--- config.mk ---
export PLATFORM = sky130hd
export DESIGN_NAME = cbr_seq
export DESIGN_NICKNAME = d
export VERILOG_FILES = /design/src/rtl/cbr_pkg.sv /design/src/rtl/cbr_phase.sv /design/src/rtl/cbr_target.sv /design/src/rtl/cbr_seq.sv
export SDC_FILE = /design/constraint.sdc
export NUM_CORES = 1
export LEC_CHECK = 0
export ABC_AREA = 1
export BUFFER_PORTS_ARGS = -buffer_cell sky130_fd_sc_hd__buf_2
export CAP_MARGIN = 20
export CELL_PAD_IN_SITES_DETAIL_PLACEMENT = 2
export CELL_PAD_IN_SITES_GLOBAL_PLACEMENT = 2
export CORE_MARGIN = 8
export CORE_UTILIZATION = 31
export CTS_CLUSTER_SIZE = 20
export DETAILED_ROUTE_END_ITERATION = 12
export GPL_TIMING_DRIVEN = 0
export MAX_ROUTING_LAYER = met4
export PLACE_DENSITY = 0.84
export SLEW_MARGIN = 20
export SYNTH_ARGS = -nofsm -noshare
export SYNTH_HDL_FRONTEND = slang
export SYNTH_SLANG_ARGS = --single-unit
--- constraint.sdc ---
create_clock -name clk -period 3.5 [get_ports clk]
set_clock_uncertainty 0.15 [all_clocks]
set_input_delay 0.875 -clock clk [delete_from_list [all_inputs] [get_ports clk]]
set_output_delay 0.875 -clock clk [all_outputs]
set_load 0.02 [all_outputs]
--- src/rtl/cbr_pkg.sv ---
package cbr_pkg;

    localparam int unsigned IW = 16;

    localparam logic [7:0] OPC_BR_NO_CARRY = 8'hE3;
    localparam logic [7:0] OPC_BR_NO_NEG   = 8'hE7;

    typedef enum logic [1:0] {
        PH_DECODE  = 2'd0,
        PH_LITERAL = 2'd1,
        PH_PROCESS = 2'd2,
        PH_WRITE   = 2'd3
    } phase_e;

    typedef enum logic [1:0] {
        K_SEQ   = 2'd0,
        K_IF_NC = 2'd1,
        K_IF_NN = 2'd2
    } kind_e;

    typedef struct packed {
        kind_e      kind;
        logic [7:0] ofs;
    } dec_t;

    function automatic dec_t classify(input logic [IW-1:0] w);
        dec_t d;
        d.ofs = w[7:0];
        unique case (w[15:8])
            OPC_BR_NO_CARRY: d.kind = K_IF_NC;
            OPC_BR_NO_NEG:   d.kind = K_IF_NN;
            default:         d.kind = K_SEQ;
        endcase
        return d;
    endfunction

endpackage

--- src/rtl/cbr_phase.sv ---
module cbr_phase
    import cbr_pkg::*;
(
    input  logic   clk,
    input  logic   rst,
    output phase_e ph
);
    always_ff @(posedge clk) begin
        if (rst) ph <= PH_DECODE;
        else     ph <= phase_e'(ph + 2'd1);
    end
endmodule

--- src/rtl/cbr_target.sv ---
module cbr_target
    import cbr_pkg::*;
#(
    parameter int unsigned PC_W = 21
) (
    input  dec_t            dec,
    input  logic            fc,
    input  logic            fn,
    input  logic [PC_W-1:0] pc,
    output logic            go,
    output logic [PC_W-1:0] dest
);
    localparam int unsigned EXT = PC_W - 9;

    logic [PC_W-1:0] seq_pc;
    logic [PC_W-1:0] disp;

    always_comb begin
        seq_pc = {pc[PC_W-1:1], 1'b0} + PC_W'(2);
        disp   = {{EXT{dec.ofs[7]}}, dec.ofs, 1'b0};
        unique case (dec.kind)
            K_IF_NC: go = ~fc;
            K_IF_NN: go = ~fn;
            default: go = 1'b0;
        endcase
        dest = go ? (seq_pc + disp) : seq_pc;
    end
endmodule

--- src/rtl/cbr_seq.sv ---
module cbr_seq
    import cbr_pkg::*;
#(
    parameter int unsigned PC_W = 21
) (
    input  logic            clk,
    input  logic            rst,
    input  logic            instr_valid,
    input  logic [15:0]     instr_word,
    input  logic            flag_c,
    input  logic            flag_n,
    input  logic [PC_W-1:0] instr_pc,
    output logic [PC_W-1:0] next_pc,
    output logic            taken,
    output logic            done,
    output logic            busy,
    output logic [1:0]      phase
);
    phase_e          ph;
    logic            active;
    logic            idle;
    dec_t            cap_dec;
    logic            cap_c;
    logic            cap_n;
    logic [PC_W-1:0] cap_pc;
    logic            calc_go;
    logic [PC_W-1:0] calc_dest;
    logic            res_go;
    logic [PC_W-1:0] res_dest;

    cbr_phase u_phase (
        .clk (clk),
        .rst (rst),
        .ph  (ph)
    );

    cbr_target #(.PC_W(PC_W)) u_target (
        .dec  (cap_dec),
        .fc   (cap_c),
        .fn   (cap_n),
        .pc   (cap_pc),
        .go   (calc_go),
        .dest (calc_dest)
    );

    // decode phase: capture the word and its context
    always_ff @(posedge clk) begin
        if (rst) begin
            active  <= 1'b0;
            cap_dec <= '0;
            cap_c   <= 1'b0;
            cap_n   <= 1'b0;
            cap_pc  <= '0;
        end else if (ph == PH_DECODE) begin
            active <= instr_valid && !idle;
            if (instr_valid && !idle) begin
                cap_dec <= classify(instr_word);
                cap_c   <= flag_c;
                cap_n   <= flag_n;
                cap_pc  <= {instr_pc[PC_W-1:1], 1'b0};
            end
        end else if (ph == PH_WRITE) begin
            active <= 1'b0;
        end
    end

    // process phase: hold the computed outcome
    always_ff @(posedge clk) begin
        if (rst) begin
            res_go   <= 1'b0;
            res_dest <= '0;
        end else if (ph == PH_PROCESS) begin
            res_go   <= calc_go;
            res_dest <= calc_dest;
        end
    end

    // write phase: commit the counter and schedule the idle cycle
    always_ff @(posedge clk) begin
        if (rst) begin
            next_pc <= '0;
            taken   <= 1'b0;
            done    <= 1'b0;
            idle    <= 1'b0;
        end else begin
            done <= (ph == PH_WRITE) && active;
            if (ph == PH_WRITE) begin
                if (active) begin
                    next_pc <= res_dest;
                    taken   <= res_go;
                    idle    <= res_go;
                end else begin
                    idle <= 1'b0;
                end
            end
        end
    end

    assign busy  = idle;
    assign phase = ph;

endmodule

# [After elaboration in Yosys (flattened, before gate mapping)]
# Cells that the tools add are included.
[classes] n_bitwise=2 add_sub_neg=3 n_reduce_logical=7 muxes=6 eq_ne=6
[ops] operator="$add A21 B2 Y21 const B" n=1
[ops] operator="$add A21 B21 Y21" n=1
[ops] operator="$mux W21" n=1
[ops] operator="$eq A8 B8 Y1 const B" n=2
[ops] operator="$eq A2 B2 Y1 const B" n=3
[ops] operator="$pmux W2 S2" n=1
[ops] operator="$reduce_and A2 Y1" n=2
[ops] operator="$mux W1" n=3
[ops] operator="$add A2 B1 Y2 const B" n=1
[ops] operator="$eq A2 B1 Y1 const B" n=1
[ops] operator="$logic_and A1 B1 Y1" n=2
[ops] operator="$logic_not A2 Y1" n=1
[ops] operator="$not A1 Y1" n=2
[ops] operator="$pmux W1 S2" n=1
[ops] operator="$reduce_bool A2 Y1" n=1
[ops] operator="$logic_not A1 Y1" n=1
[totals] wordCells=37 out_inout_bits=26 ff_bits=81 input_bits=42

# [Longest topological paths before layout]
[depth] depth_word=3 mapped_depth=19 depth_no_buf=19

# [Modules after synthesis]
# From an unflattened synthesis, not the netlist that was laid out.
[unflattened] hier_cells=724 area_unflattened_um2=4858.4
[modules_own_cells] mod="cbr_seq" instances=1 area_per_inst_um2=2889.0 seq_area_each_um2=1581.5 cells_per_inst=363
[modules_own_cells] mod="cbr_target" instances=1 area_per_inst_um2=1906.8 seq_area_each_um2=0.0 cells_per_inst=353
[modules_own_cells] mod="cbr_phase" instances=1 area_per_inst_um2=62.6 seq_area_each_um2=40.0 cells_per_inst=8

# [Worst setup path before layout]
# Ideal clock, no wire load.
[synth_path] path_kind="register -> register" startpoint="reg cap_pc[1]" endpoint="reg res_dest[16]" synth_period_minus_slack_ns=2.713 required_time_ns=3.218 slack_ns=0.787 path_stages_with_launch=19 setup_time_ns=0.132 n_path_buf=0 t_arrival_ns=2.431 cell_sequence="dfxtp_1 -> ha_1 -> nand2_1 -> nor2_2 -> nand3_2 -> nor2_4 -> nand2_1 -> xnor2_2 -> ha_1 -> nand2_1 -> inv_1 -> a21oi_1 -> inv_1 -> a21oi_1 -> nand2_1 -> nand2_1 -> nand3_1 -> nand2_1 -> a21oi_1"
[synth_via] elab_chain_cells=3
[synth_lines] element="from (decl)" line_no="cbr_seq.sv:25" source="logic [PC_W-1:0] cap_pc;"
[synth_lines] element="from (signal assigned)" line_no="cbr_seq.sv:60" source="cap_pc <= {instr_pc[PC_W-1:1], 1'b0};"
[synth_lines] element="$add A21 B2 Y21 *" line_no="cbr_target.sv:19" source="seq_pc = {pc[PC_W-1:1], 1'b0} + PC_W'(2);"
[synth_lines] element="$add A21 B21 Y21" line_no="cbr_target.sv:26" source="dest = go ? (seq_pc + disp) : seq_pc;"
[synth_lines] element="$mux W21 *" line_no="cbr_target.sv:26"
[synth_lines] element="to (signal assigned)" line_no="cbr_seq.sv:74" source="res_dest <= calc_dest;"
[synth_lines] element="to (decl)" line_no="cbr_seq.sv:29" source="logic [PC_W-1:0] res_dest;"
# Mark *: on every way between the ends. The rest lies on a longest branch, timed or not.
# A chain may end at the register's enable or synchronous reset.

# [Worst setup path after layout]
# Ends and elaborated chain as after synthesis.

==> metrics.csv <==
metric,value,unit
outcome,"complete, no violations",
GR Util met2,34.33,%
Syn Nets,788,
fmax,307.2,MHz
R2R Path Start,cap_pc[1]$_SDFFE_PP0P_,
Most Crowded Layer GR,met2,
Cell Pwr Density,461.1,nW/µm²
top post-synthesis cells by count,"nand2_1 (153), nor2_1 (116), dfxtp_1 (79), inv_1 (79), o21ai_0 (73)",
buffers added on ports,64,
largest family of logic cells by synthesized area,simple AND/OR/NAND/NOR gates,
Period minus WS final,3255,ps
CTS Hold Bufs,0,
core area,15090,µm²
M3 GR Usage,4.070,%
Synth Area in Compound Gates,15.73,%
number of remaining DRC errors,0,
"Clk Latency, worst-skew pair",350,ps
worst-path maximum fanout,6,
Final Setup Violations,0,
PostCTS Resize Cnt,0,
max-slew violation count,0,
Final ANT Viol Nets,0,
Vias,5005,
Synth Area in XOR/XNOR,3.762,%
Overflow after GRT,0,
leakage power,2.737,nW
clk buf depth,2,
CP Capture Type,flop,
CTS Buf Count,9,
Simple-Gate Fraction of Synth Area,30.41,%
CTS tree,done,
share of cells above drive strength 1,13.85,%
reg2reg end,res_dest[16]$_SDFFE_PP0N_,
first-pass GRT wire length,29.57,mm
synthesis-to-layout area growth,19.05,%
routed wire length,18.33,mm
post-CTS setup buffers,0,
FF-to-FF path depth,18,
Final Cycle Share,93.00,%
crit-path most repeated cell,nand2_1,
Hold WC Path Type,reg -> reg,
number of library cell types mapped by synthesis,36,
post-DR wirelength/cell,18.66,µm
Yosys warnings,0,
Yosys top cell area share,33.25,%
largest net degree at the start of global routing,19,
IO Pins,68,
Critical Path AT,3320,ps
dpl hpwl,14.82,mm
"CP delay by family, top",simple AND/OR/NAND/NOR gates,
Mapped Cells,716,
initial core utilization,31.52,%
total global-route track usage,19.71,%
Die Area,19560,µm²
Levels on crit path,18,
GP Congestion,0.8964,
WS Path Type,reg -> reg,
worst path cell trace,ha_2 -> nand2_1 -> nor2_2 -> nand3_4 -> nor2_4 -> nand2_1 -> xnor2_2 -> ha_1 -> nand2_2 -> inv_1 -> a21oi_1 -> inv_1 -> a21oi_1 -> nand2_1 -> nand2_1 -> nand3_1 -> nand2_1 -> a21oi_1,
Slew @ Worst Pin,801.3,ps
multiplexer share of the synthesized area,0,%
Crit path required time,3560,ps
nets@finish,863,
number of global-route vias before repair,5578,
Final Hold Viols,0,
clk slew on worst S/H paths,60,ps
Core Rows,45,
crit-path max cell delay,400,ps
RSZ-0062 raised after global routing,no,
Die Width,139.9,µm
Root Buffer,clkbuf_16,
crit path launch,cap_pc[1]$_SDFFE_PP0P_,
clock sinks,79,
Die H,139.9,µm
DR iter-0 viols,195,
Initial DRT Pass Iterations,4,
MaxCap Viol Count,0,
met1 Track Usage GR,21.96,%
ANT cells,0,
Startpoint Class,flop,
R2R setup slack,240,ps
Adder-Cell Fraction of Synth Area,8.051,%
initial antenna violation count,0,
Max VDD drop,0.3325,mV
post-synthesis sequential area ratio,33.25,%
average size of a mapped cell,6.642,µm²
"count leader, synth",nand2_1,
asr flop ratio synth,0,%
Post-synth EDFFs,0,
dominant synthesized flop cell,dfxtp_1,
Max H-tree Level,3,
mapped cell area,4756,µm²
largest cells by area after synthesis,"dfxtp_1 (33%), nand2_1 (12%), nor2_1 (9.2%)",
"area leader, netlist",dfxtp_1,
count of buffer and inverter cells on the critical path,2,
WHS,316.2,ps
Final TNS setup,0,ps
# fillers,1872,
vias per cell,5.097,
Seq cells post-synth,79,
CP max stage cell,dfxtp_2,
worst setup path end,res_dest[16]$_SDFFE_PP0N_,
Max transition margin,46.51,%
## placed cells by master (no fill, tap or decap), types with 9 or more instances in the layout
| cell type | instances |
|---|---|
| clkbuf_1 | 20 |
| clkbuf_16 | 9 |
| a21oi_1 | 50 |
| inv_1 | 79 |
| nor2_1 | 115 |
| ha_1 | 28 |
| dfxtp_1 | 78 |
| nand2_1 | 152 |
| o21ai_0 | 73 |
| buf_2 | 68 |
| nand3_1 | 40 |
## layer usage
metal,part of all wire (%),up-vias
met5,0,-
met4,2.6,0
met3,3.1,31
met2,50,80
met1,44,2451
li1,-,2443
## per-stage QoR
stage                     setup WS [ps]  cells  area (µm²)  util, %  power (mW)
final                             244.9    982        5662    37.52       2.611
after global routing              14.51    982        5662    37.52       2.734
after CTS                         16.00    982        5645    37.41       2.638
after detailed placement          61.30    968        5311    35.20       1.534
after global placement            206.7    968        5311    35.20       1.499
after floorplan                   786.7    716        4756        -       1.343
## worst min-delay path by stage
| stage | startpoint | to | slack [ps] | depth (start not counted) |
|---|---|---|---|---|
| floorplan | res_dest[13]$_SDFFE_PP0N_ | res_dest[13]$_SDFFE_PP0N_ | 290 | 2 |
| global placement | u_phase.ph[0]$_SDFF_PP0_ | u_phase.ph[0]$_SDFF_PP0_ | 300 | 1 |
| detailed placement | res_dest[13]$_SDFFE_PP0N_ | res_dest[13]$_SDFFE_PP0N_ | 310 | 2 |
| CTS | res_dest[13]$_SDFFE_PP0N_ | res_dest[13]$_SDFFE_PP0N_ | 320 | 2 |
| global route | res_dest[19]$_SDFFE_PP0N_ | res_dest[19]$_SDFFE_PP0N_ | 330 | 2 |
| finish | u_phase.ph[0]$_SDFF_PP0_ | u_phase.ph[0]$_SDFF_PP0_ | 320 | 1 |
## registers in the layout, summed over array words and instances, names as in the netlist
name	flops
done	1
res_go	1
cap_c	1
res_dest	20
busy	1
active	1
cap_dec	10
u_phase.ph	2
cap_pc	20
taken	1
cap_n	1
next_pc	20
## worst register-to-register path, cell delays in order, from the launching register on
cell,delay (ps)
dfxtp_2,400
ha_2,260
nand2_1,90
nor2_2,180
nand3_4,150
nor2_4,170
nand2_1,110
xnor2_2,160
ha_1,380
nand2_2,140
inv_1,50
a21oi_1,200
inv_1,90
a21oi_1,190
nand2_1,80
nand2_1,60
nand3_1,120
nand2_1,90
a21oi_1,60
## cell type report
class | instances | area [µm²] | share of cell area, %
Multi-Input combinational cell | 530 | 2775 | 49.02
Sequential cell | 79 | 1583 | 27.96
Timing Repair Buffer | 64 | 320.3 | 5.657
Inverter | 81 | 304.0 | 5.370
Clock buffer | 10 | 239.0 | 4.221
Tap cell | 188 | 235.2 | 4.155
Buffer | 26 | 110.1 | 1.945
Clock inverter | 4 | 95.09 | 1.680
## kinds of logic after synthesis
kind of cell             after synthesis
AND/OR/NAND/NOR                      341
AO/OA/AOI/OAI                        141
buffers and inverters                107
flip-flops                            79
adder cells (fa/ha/maj)               30
XOR/XNOR                              17
other                                  1
## power by group
group	switching [mW]	internal (mW)
clock	0.382	0.707
combinational	0.332	0.165
sequential	0.0645	0.960
Note: power is estimated with default switching activity, not from simulation.
